[src/rtl/serial_word_loader.sv]
module serial_word_loader #(
  parameter int WORD_W = 22,
  parameter int ADDR_W = 2,
  localparam int PAY_W = WORD_W - ADDR_W,
  localparam int NLATCH = 1 << ADDR_W
) (
  input  logic                          clk,
  input  logic                          rst_n,
  input  logic                          ser_clk,
  input  logic                          ser_data,
  input  logic                          ser_load,
  output logic [NLATCH-1:0][PAY_W-1:0]  latch_q,
  output logic [NLATCH-1:0]             latch_stb
);

  logic [2:0] clk_sr, dat_sr, le_sr;
  logic [WORD_W-1:0] shreg;

  always_ff @(posedge clk) begin
    if (!rst_n) begin
      clk_sr <= '0;
      dat_sr <= '0;
      le_sr  <= '0;
    end else begin
      clk_sr <= {clk_sr[1:0], ser_clk};
      dat_sr <= {dat_sr[1:0], ser_data};
      le_sr  <= {le_sr[1:0], ser_load};
    end
  end

  wire sclk_rise = clk_sr[1] & ~clk_sr[2];
  wire load_rise = le_sr[1] & ~le_sr[2];
  wire [ADDR_W-1:0] addr = shreg[ADDR_W-1:0];
  wire [PAY_W-1:0] payload = shreg[WORD_W-1:ADDR_W];

  always_ff @(posedge clk) begin
    if (!rst_n) shreg <= '0;
    else if (sclk_rise) shreg <= {shreg[WORD_W-2:0], dat_sr[1]};
  end

  for (genvar i = 0; i < NLATCH; i++) begin : g_latch
    wire hit = load_rise && (addr == ADDR_W'(i));
    always_ff @(posedge clk) begin
      if (!rst_n) begin
        latch_q[i]   <= '0;
        latch_stb[i] <= 1'b0;
      end else begin
        latch_stb[i] <= hit;
        if (hit) latch_q[i] <= payload;
      end
    end
  end

endmodule

[config.mk]
export PLATFORM = sky130hd
export DESIGN_NAME = serial_word_loader
export DESIGN_NICKNAME = d
export VERILOG_FILES = /design/src/rtl/serial_word_loader.sv
export SDC_FILE = /design/constraint.sdc
export NUM_CORES = 1
export LEC_CHECK = 0
export ABC_AREA = 1
export ABC_CLOCK_PERIOD_IN_PS = 1000
export BUFFER_PORTS_ARGS = -buffer_cell sky130_fd_sc_hd__buf_4
export CORE_MARGIN = 2
export CORE_UTILIZATION = 49
export DETAILED_ROUTE_END_ITERATION = 16
export GPL_TIMING_DRIVEN = 0
export HOLD_SLACK_MARGIN = 0.05
export PLACE_DENSITY = 0.85
export RECOVER_POWER = 100
export SYNTH_ARGS = -nofsm -noshare
export SYNTH_HDL_FRONTEND = slang
export SYNTH_SLANG_ARGS = --single-unit
[constraint.sdc]
create_clock -name clk -period 1 [get_ports clk]
set_input_delay 0.15 -clock clk [delete_from_list [all_inputs] [get_ports clk]]
set_output_delay 0.15 -clock clk [all_outputs]
set_load 0.01 [all_outputs]
-- Word level (Yosys, flattened, before mapping)
Index checks and enable logic that the tools add are counted.
- add/subtract/negate cells: 0
- multiply operators: 0
- div/mod/pow operators: 0
- $lt $le $gt $ge: 0
- eq/ne operators: 3
- shifts and indexed selects: 0
- multiplexer cells: 0
- bitwise operators: 4
- reductions and logical operators: 5
- operators by type and width (operator ; number):
    equality test 2 bit (second input constant) ; 2
    logical AND 1 bit ; 4
    bitwise AND 1 bit ; 2
    equality test 2 x 1 -> 1 bit (second input constant) ; 1
    logical NOT 2 bit ; 1
    NOT 1 bit ; 2
- register bits after elaboration: 114
- latch bits: 0
- RAM bits: 0
- bits in read-only memories: 0
- input bits: 5
- memories kept: 0

-- Logic depth before layout (Yosys ltp)
Gate-level depths: netlist of run 1.
- depth after elaboration: 3
- gate-level depth with buffers: 6
- mapped depth without buffers: 5

-- Worst setup path after synthesis of run 1
No wires, ideal clock.
- path type: reg2reg
- from: reg shreg[1]
- to: reg latch_q[40] (netlist bit)
- library setup time: 0.113 ns
- data arrival time: 0.899 ns
- slack: -0.012 ns
- cell stages (with the launch flop): 7
- buffers on the path: 1
- cell sequence: dfxtp_1 -> inv_2 -> nor2_1 -> buf_4 -> nand3_1 -> nand2_1 -> nor2_1
- cells in the longest elaborated chain, start to end: 2
- RTL lines (item ; line ; text):
    start: declaration ; 17 ; logic [WORD_W-1:0] shreg;
    start signal: assignment ; 38 ; else if (sclk_rise) shreg <= {shreg[WORD_W-2:0], dat_sr[1]};
    equality test 2 bit ; 42 ; wire hit = load_rise && (addr == ADDR_W'(i));
    logical AND 1 bit ; 42 ;
    end signal: indexed assignment ; 49 ; if (hit) latch_q[i] <= payload;
    end: declaration ; 12 ; output logic [NLATCH-1:0][PAY_W-1:0] latch_q,
Every way passes these cells.
A chain may end at the register's enable or synchronous reset.

-- Worst setup path in the final report of run 1
- from: reg shreg[0]
- to: reg latch_q[50] (netlist bit)
The elaborated chain is that of the path after synthesis.

==> summary.txt, run 1 <==
Worst setup path
  – WP buf/inv: 2
  – Flop2flop setup slack: -270 ps
  – Crit-path leading delay family: simple AND/OR/NAND/NOR gates
  – Crit path required time: 1440 ps
  – Critical Path Fanout Max: 10
  – CP arrival: 1700 ps
  – Reg2reg path depth: 6
  – Reg2reg start: shreg[0]$_SDFFE_PN0P_
  – Crit path top cell by count: nor2_1
  – CP Capture Type: register
  – Crit-path cells: inv_2 > nand2_2 > nor2_4 > buf_6 > nor2_1 > nor2_1
  – CP max stage delay: 390 ps
  – Startpoint Class: register
  – Crit Reg-Reg Endpoint: latch_q[50]$_SDFFE_PN0P_
  – CP max stage cell: dfxtp_4
  – Setup CP Type: register to register

Power
  – Net Sw Frac: 0.252
  – LEAKAGE: 3.08 nW
  – Pwr Density: 1650 nW/µm²
  – Seq pwr share: 0.396
  – Combinational share of power: 0.101
  – Switch Pwr: 3.04 mW
  – Clock power share: 0.503
  – Internal: 9.01 mW
  – Maximum VDD drop: 1320 µV

STA
  – Max Clk Rate: 790 MHz
  – Setup TNS: -24210 ps
  – Setup ws final: -265 ps
  – Final min period: 1270 ps
  – Fin. Hold Viols: 0
  – Slew headroom: 0.561
  – Final Max Tran Viols: 0
  – Layout Skew: 8.50 ps
  – Final worst-path cycle share: 1.27
  – RSZ-0062 raised after global routing: true
  – Final Setup Violations: 175
  – Slew of the pin with the lowest slew margin: 659 ps

Synthesis
  – Yosys top cell area share: 0.532
  – Largest area contributor in the netlist: dfxtp_1
  – FF+latch count, synth: 114
  – Synthesized cell area: 4290 µm²
  – Syn Nets: 584
  – Ys Warns: 0
  – Mapped Cells: 579
  – Syn_area_per_cell: 7.40 µm²
  – Seq/Total Area, Yosys: 0.532
  – Synth cell types: 16
  – Synth top area cells: dfxtp_1 (53%), nor2_1 (13%), nand3_1 (9.3%)

Clock network
  – CTS buffer count: 17
  – Clock buffer depth: 2
  – H-tree lvl count: 4
  – CTS tree: yes
  – Clk_lat worst skew: 520 ps
  – Clk slew on worst S/H paths: 60 ps
  – CTS Sinks: 114
  – Root buffer cell: clkbuf_8

Hold path
  – Hold path depth: 4
  – Worst Hold Class: input port to register
  – Min-Delay Startpoint: rst_n
  – Hold EP: le_sr[1]$_SDFF_PN0_

Route
  – Routed Wire Length: 18100 µm
  – Via density: 5.96
  – DR vias: 5094
  – Routed len/inst: 21.1 µm
  – # DRC: 0
  – Routed Antenna Nets: 0
  – DRT Pass-1 Iters: 6
  – Initial DRC Count: 725

Placed design
  – GPL Wtd Cong: 0.853
  – Port bufs: 87
  – Placement-stage worst setup slack: -279 ps
  – DP Cell Count: 774
  – Post-detail-place hpwl: 7940 µm

Global route
  – First-pass GRT wire length: 23700 µm
  – Initial antenna violation count: 0
  – Pin count of the biggest net entering global routing: 17
  – All-Layer GR Usage: 0.314
  – Vias in the first global route: 4717
  – GRT overflow: 0

Cells and area
  – Synth-to-layout area growth: 70.0%
  – Diode count: 0
  – Most common cell after layout, fill and taps aside: nor2_1
  – NumNets Final: 739
  – Post-route insts no fill: 855
  – Most frequent cells in the layout: nor2_1 (126), buf_6 (108), dfxtp_2 (84), nand2_1 (73), nand3_2 (46)
  – Ratio of cells with drive above 1 in the final layout: 0.522

Status
  – Failing checks: setup timing
  – Status: complete, but fails checks

Floorplanning
  – # rows: 34
  – Initial core utilization: 0.499
  – Die area: 9510 µm²
  – # IOs: 89
  – Die width: 97.5 µm
  – Die H: 97.5 µm
  – Core ar.: 8590 µm²

Job
  – Max_cap viols: 0
[cells in the mapped netlist (all sizes together)]
library cell	number
nor4	1
clkbuf	7
dfxtp	114
buf	35
nand2	93
o21ai	22
nand3	80
inv	35
nor2	147
a21oi	42
nor3	3
[state kept, by name, indices dropped and copies added (netlist names)]
name,count
clk_sr,3
shreg,22
le_sr,3
latch_stb,4
latch_q,80
dat_sr,2
[metal layers]
layer  track usage  up-vias  wire length, µm  share of wire
met5             0        -                0              0
met4         0.149        0             1350          0.075
met3        0.0878      140             1750          0.097
li1              -     2164                -              -
met2         0.529      419             8590           0.48
met1         0.371     2371             6360           0.35
[metrics by stage]
step                total power [mW]  area, µm²  hold WS [ps]  utilization
finish                          12.0       7290           152        0.848
floorplan                       5.30       4290           248            -
global placement                5.53       5080           336        0.591
global route                    12.3       7290           165        0.848
detailed placement              5.56       5080           339        0.591
CTS                             11.7       6910           136        0.804
[worst reg2reg max path, stage by stage (launching register included)]
cell,delay [ps]
dfxtp_4,390
inv_2,100
nand2_2,90
nor2_4,200
buf_6,180
nor2_1,60
nor2_1,150
[power groups by stage]
stage / Clock (mW) / Combinational (mW) / Sequential (mW)
after floorplan: 0 / 0.457 / 4.84
after global placement: 0 / 0.714 / 4.82
after detailed placement: 0 / 0.732 / 4.82
after CTS: 5.92 / 1.01 / 4.75
after global routing: 6.26 / 1.28 / 4.78
final: 6.06 / 1.22 / 4.77
[timing repair]
action                                 in CTS  in global routing
resized for setup                         311                 88
setup endpoints to repair                 184                185
gates cloned                               13                  2
hold buffers                                6                  0
pin swaps                                  14                 30
endpoints found under the hold margin      26                  0
setup buffers                              19                  9
[kinds of logic (layout without fill, tap and decap cells)]
kind of cell	Yosys count	after routing	share of synthesized area
AOI/OAI and AO/OA	64	64	0.0747
and+or+nand+nor	324	325	0.311
DFF	114	114	0.532
buffers and inverters	77	244	0.0820
[worst max-delay path by stage]
stage          depth (start not counted)                       end                      from
6_report                               6  latch_q[50]$_SDFFE_PN0P_     shreg[0]$_SDFFE_PN0P_
5_1_grt                                6  latch_q[50]$_SDFFE_PN0P_     shreg[0]$_SDFFE_PN0P_
4_1_cts                                1               latch_q[48]  latch_q[48]$_SDFFE_PN0P_
3_5_place_dp                           6  latch_q[25]$_SDFFE_PN0P_       le_sr[1]$_SDFF_PN0_
3_3_place_gp                           6  latch_q[27]$_SDFFE_PN0P_       le_sr[1]$_SDFF_PN0_
2_1_floorplan                          6   latch_q[0]$_SDFFE_PN0P_       le_sr[1]$_SDFF_PN0_
[area by class of cell]
cell class | count | area (µm²)
Buffer | 42 | 398
Clock buffer | 23 | 487
Clock inverter | 9 | 103
Fill cell | 403 | 1310
Inverter | 35 | 141
Multi-Input combinational cell | 389 | 2150
Sequential cell | 114 | 2400
Tap cell | 108 | 135
Timing Repair Buffer | 135 | 1470
No activity file was read; power rests on OpenSTA's default activity.
==> inputs of run 2 (changes only) <==
--- a/config.mk
+++ b/config.mk
@@ -9,5 +9,5 @@
 export ABC_CLOCK_PERIOD_IN_PS = 1000
 export BUFFER_PORTS_ARGS = -buffer_cell sky130_fd_sc_hd__buf_4
-export CORE_MARGIN = 2
+export CORE_MARGIN = 5
 export CORE_UTILIZATION = 49
 export DETAILED_ROUTE_END_ITERATION = 16
==> constraint.sdc (replaced) <==
create_clock -name clk -period 1 [get_ports clk]
set_input_delay 0.25 -clock clk [delete_from_list [all_inputs] [get_ports clk]]
set_output_delay 0.25 -clock clk [all_outputs]
set_load 0.01 [all_outputs]
==> summary.txt, run 2 (synthesis results as in run 1) <==
Cells and area
  – Leading registers by flop count: latch_q (80), shreg (22), latch_stb (4)
  – Ratio of cells with drive above 1 in the final layout: 0.646
  – Diode count: 0
  – Max FFs per register: 80
  – Most common cell after layout, fill and taps aside: buf_6
  – NumNets Final: 765
  – Biggest register: latch_q
  – Synth-to-layout area growth: 85.5%
  – Final non-filler cell area: 7950 µm²
  – Most frequent cells in the layout: buf_6 (122), nor2_1 (100), dfxtp_2 (86), nand3_2 (65), nand2_1 (55)

Route
  – Routed len/inst: 26.0 µm
  – Initial DRC Count: 802
  – Routed Wire Length: 22900 µm
  – DR vias: 5704
  – Via density: 6.47
  – # DRC: 0
  – Routed Antenna Nets: 0
  – DRT Pass-1 Iters: 7

STA
  – Final min period: 1380 ps
  – RSZ-0062 raised after global routing: true
  – Layout Skew: 10.5 ps
  – Slew of the pin with the lowest slew margin: 752 ps
  – Slew headroom: 0.498
  – Max Clk Rate: 724 MHz
  – Hold_ws: 177 ps
  – Final Max Tran Viols: 0
  – Final worst-path cycle share: 1.38
  – Setup ws final: -382 ps
  – Final Setup Violations: 185
  – Fin. Hold Viols: 0

Status
  – Failing checks: setup timing
  – Status: complete, but fails checks

Job
  – Max_cap viols: 0

Worst setup path
  – CP arrival: 1800 ps
  – Setup CP Type: register to register
  – Reg2reg path depth: 6
  – Critical Path Fanout Max: 5
  – CP max stage cell: dfxtp_4
  – Flop2flop setup slack: -380 ps
  – CP Capture Type: register
  – Startpoint Class: register
  – Crit path required time: 1420 ps
  – Crit Reg-Reg Endpoint: latch_q[61]$_SDFFE_PN0P_
  – Reg2reg start: shreg[1]$_SDFFE_PN0P_
  – CP max stage delay: 370 ps
  – Crit-path cells: buf_6 > nand2_4 > nor2_4 > buf_6 > nor2_1 > nor2_1

Power
  – Pwr Density: 1570 nW/µm²
  – Pwr Total: 12.4 mW
  – Maximum VDD drop: 1440 µV
  – LEAKAGE: 3.31 nW

Clock network
  – CTS tree: yes
  – CTS Sinks: 114
  – Clk slew on worst S/H paths: 60 ps
  – H-tree lvl count: 4
  – CTS buffer count: 17
  – Clk_lat worst skew: 550 ps
  – Clock buffer depth: 2
  – Root buffer cell: clkbuf_8

Floorplanning
  – # rows: 34
  – Initial core utilization: 0.496
  – # IOs: 89
  – Die area: 10700 µm²
  – Core ar.: 8640 µm²
  – Die width: 104 µm
  – Die H: 104 µm

Global route
  – All-Layer GR Usage: 0.305
  – First-pass GRT wire length: 26700 µm
  – GRT overflow: 0
  – Pin count of the biggest net entering global routing: 17
  – Vias in the first global route: 5134
  – Initial antenna violation count: 0

Placed design
  – Placed instance area: 5080 µm²
  – GPL Wtd Cong: 0.836
  – Placement-stage worst setup slack: -284 ps
  – Port bufs: 87
  – Post-detail-place hpwl: 8100 µm

Hold path
  – Hold EP: shreg[1]$_SDFFE_PN0P_
  – Hold path depth: 3
  – Worst Hold Class: input port to register
  – Min-Delay Startpoint: rst_n
-- run 2: cell count changes in the layout (fill, tap and decap cells not counted), sizes merged --
| cell | before | now |
|---|---|---|
| buf | 160 | 192 |
| clkbuf | 34 | 29 |
| dlygate4sd3 | 6 | 3 |
| clkinv | 4 | 6 |
| bufinv | 2 | 3 |
| clkinvlp | 3 | 2 |
-- run 2: layout make-up --
cell class / count / area, µm²
Clock buffer: 21 / 449
Buffer: 41 / 407
Sequential cell: 114 / 2400
Inverter: 35 / 144
Clock inverter: 11 / 135
Tap cell: 108 / 135
Timing Repair Buffer: 162 / 1770
Fill cell: 281 / 683
Multi-Input combinational cell: 389 / 2510
-- run 2: critical path: cells and delay by family, from the launching register on --
| family | cells | cell delay, ps |
|---|---|---|
| flops | 1 | 370 |
| buf+inv | 2 | 280 |
| simple gates | 4 | 590 |
-- run 2: report_power, final --
part,internal [mW],leakage (nW),total (mW),switching [mW]
registers,4.67,0.969,4.78,0.107
clock network,3.90,0.287,6.14,2.24
logic,0.599,2.05,1.53,0.927
-- run 2: per-stage QoR --
step / util / cells / setup TNS [ps]
finish: 0.921 / 881 / -42260
global route: 0.921 / 881 / -44020
CTS: 0.823 / 848 / -29000
detailed placement: 0.588 / 774 / -20070
global placement: 0.588 / 774 / -17120
floorplan: - / 579 / -128
-- run 2: per-layer routing --
layer  wire length, µm  share of wire  GRT usage
met1              7740           0.34      0.343
met2             10300           0.45      0.500
met3              2850           0.12      0.111
met4              1990          0.087      0.170
met5                 0              0          0
-- run 2: worst max-delay path by stage --
| stage | slack (ps) | cells past startpoint | end | start |
|---|---|---|---|---|
| global route | -400 | 6 | latch_q[23]$_SDFFE_PN0P_ | le_sr[2]$_SDFF_PN0_ |
| CTS | -230 | 1 | latch_q[7] | latch_q[7]$_SDFFE_PN0P_ |
| floorplan | -3 | 6 | latch_q[0]$_SDFFE_PN0P_ | le_sr[1]$_SDFF_PN0_ |
| global placement | -230 | 6 | latch_q[26]$_SDFFE_PN0P_ | le_sr[1]$_SDFF_PN0_ |
| finish | -380 | 6 | latch_q[61]$_SDFFE_PN0P_ | shreg[1]$_SDFFE_PN0P_ |
| detailed placement | -280 | 6 | latch_q[21]$_SDFFE_PN0P_ | le_sr[1]$_SDFF_PN0_ |
-- run 2: repair_timing --
action	4_1_cts	5_1_grt
gates resized for setup	361	162
cloned	22	3
setup endpoints to repair	184	186
pin swaps	76	61
hold buffers	3	0
hold endpoints to repair	3	0
setup buffers	17	32
==> inputs of run 3 (changes only) <==
Settings changed: ABC_CLOCK_PERIOD_IN_PS 1000 to 1200.
Clock period 1 ns to 1.2 ns, I/O delays scaled along.
==> summary.txt, run 3 (synthesis results as in run 1) <==
Worst setup path
  – CP max stage delay: 350 ps
  – CP max stage cell: dfxtp_2
  – Crit-path leading delay family: flip-flops
  – WP buf/inv: 1
  – CP Capture Type: primary output
  – Crit path required time: 900 ps
  – Crit-path cells: buf_6
  – Startpoint Class: register
  – Critical Path Fanout Max: 2
  – Setup CP Type: register to primary output
  – CP arrival: 980 ps

Clock network
  – CTS tree: yes
  – Clock buffer depth: 2
  – Root buffer cell: clkbuf_8
  – H-tree lvl count: 4
  – Clk slew on worst S/H paths: 60 ps
  – CTS Sinks: 114
  – Clk_lat worst skew: 530 ps
  – CTS buffer count: 17

Global route
  – GRT overflow: 0
  – Vias in the first global route: 4275
  – All-Layer GR Usage: 0.231
  – First-pass GRT wire length: 20400 µm
  – Pin count of the biggest net entering global routing: 17
  – Initial antenna violation count: 0

Placed design
  – Post-detail-place hpwl: 8040 µm
  – DP Cell Count: 774
  – Placement-stage worst setup slack: -82.8 ps
  – GPL Wtd Cong: 0.843
  – Port bufs: 87

STA
  – Final min period: 1280 ps
  – Layout Skew: 7.68 ps
  – Final worst-path cycle share: 1.06
  – RSZ-0062 raised after global routing: true
  – Setup ws final: -76.3 ps
  – Final Max Tran Viols: 0
  – Max Clk Rate: 784 MHz
  – Hold_ws: 150 ps
  – Final Setup Violations: 84
  – Slew headroom: 0.647
  – Slew of the pin with the lowest slew margin: 530 ps
  – Fin. Hold Viols: 0
  – Setup TNS: -4840 ps

Route
  – Routed Antenna Nets: 0
  – Via density: 5.34
  – Routed Wire Length: 13200 µm
  – DRT Pass-1 Iters: 5
  – DR vias: 4407
  – # DRC: 0
  – Initial DRC Count: 482
  – Routed len/inst: 15.9 µm

Status
  – Failing checks: setup timing
  – Status: complete, but fails checks

Cells and area
  – NumNets Final: 714
  – Register area: 2400 µm²
  – Synth-to-layout area growth: 48.7%
  – Diode count: 0
  – Ratio of cells with drive above 1 in the final layout: 0.382
  – Biggest register: latch_q
  – Multi-input logic area: 1720 µm²
  – Most common cell after layout, fill and taps aside: nor2_1
  – Most frequent cells in the layout: nor2_1 (139), buf_6 (91), nand2_1 (89), dfxtp_2 (85), nand3_1 (76)
  – Fillcell total: 610
  – Max FFs per register: 80
  – Post-route insts no fill: 826
  – Leading registers by flop count: latch_q (80), shreg (22), latch_stb (4)

Power
  – Pwr Total: 9.57 mW
  – Pwr Density: 1500 nW/µm²
  – Maximum VDD drop: 924 µV
  – LEAKAGE: 2.81 nW

Floorplanning
  – Die H: 104 µm
  – # IOs: 89
  – # rows: 34
  – Core ar.: 8640 µm²
  – Die area: 10700 µm²
  – Die width: 104 µm
  – Initial core utilization: 0.496

Job
  – Max_cap viols: 0

Hold path
  – Worst Hold Class: input port to register
## run 3: cell count changes in the layout (fill, tap and decap cells not counted), sizes merged
cell / change
buf: -58
clkbuf: +7
clkinv: -2
clkinvlp: -2
## run 3: final cells by class
| class | instances | share of cell area |
|---|---|---|
| Sequential cell | 114 | 0.376 |
| Multi-Input combinational cell | 389 | 0.270 |
| Inverter | 35 | 0.0206 |
| Tap cell | 108 | 0.0212 |
| Timing Repair Buffer | 110 | 0.181 |
| Clock inverter | 7 | 0.0173 |
| Clock buffer | 21 | 0.0704 |
| Buffer | 42 | 0.0436 |
## run 3: path summary, 6_finish.rpt
path / slack [ps] / startpoint / end / depth (start not counted)
setup / recovery: -80 / latch_q[37]$_SDFFE_PN0P_ / latch_q[37] / 1
hold / removal: 150 / rst_n / shreg[1]$_SDFFE_PN0P_ / 3
hold reg to reg: 410 / le_sr[0]$_SDFF_PN0_ / le_sr[1]$_SDFF_PN0_ / 2
setup reg to reg: 10 / shreg[1]$_SDFFE_PN0P_ / latch_q[47]$_SDFFE_PN0P_ / 6
## run 3: worst register-to-register path: stages, from the launching register on
cell     delay, ps
dfxtp_4        390
inv_2           60
nor2_2         120
buf_4          210
nand3_1        140
nand2_1        110
nor2_1          50
## run 3: power breakdown
| group | switching [mW] | internal (mW) | leakage [nW] |
|---|---|---|---|
| registers | 0.0656 | 3.89 | 0.969 |
| logic | 0.447 | 0.282 | 1.56 |
| clock network | 1.67 | 3.21 | 0.279 |
| total | 2.19 | 7.38 | 2.81 |
## run 3: repair_timing
action                     in CTS  in global routing
resized for setup             183                 44
setup endpoints to repair     161                183
pin swaps                       1                  1
hold buffers                    3                  0
buffers inserted               13                  4
gates cloned                    1                  3
hold endpoints to repair        3                  0
## run 3: per-layer routing
layer | routed length [µm] | GRT usage
met5 | 0 | 0
met3 | 999 | 0.0665
met1 | 5380 | 0.285
met2 | 6490 | 0.372
met4 | 294 | 0.104
## run 3: metrics by stage
step	util	instance area (µm²)
final	0.738	6380
after global routing	0.738	6380
after CTS	0.721	6230
after detailed placement	0.588	5070
after global placement	0.588	5070
after floorplan	-	4290
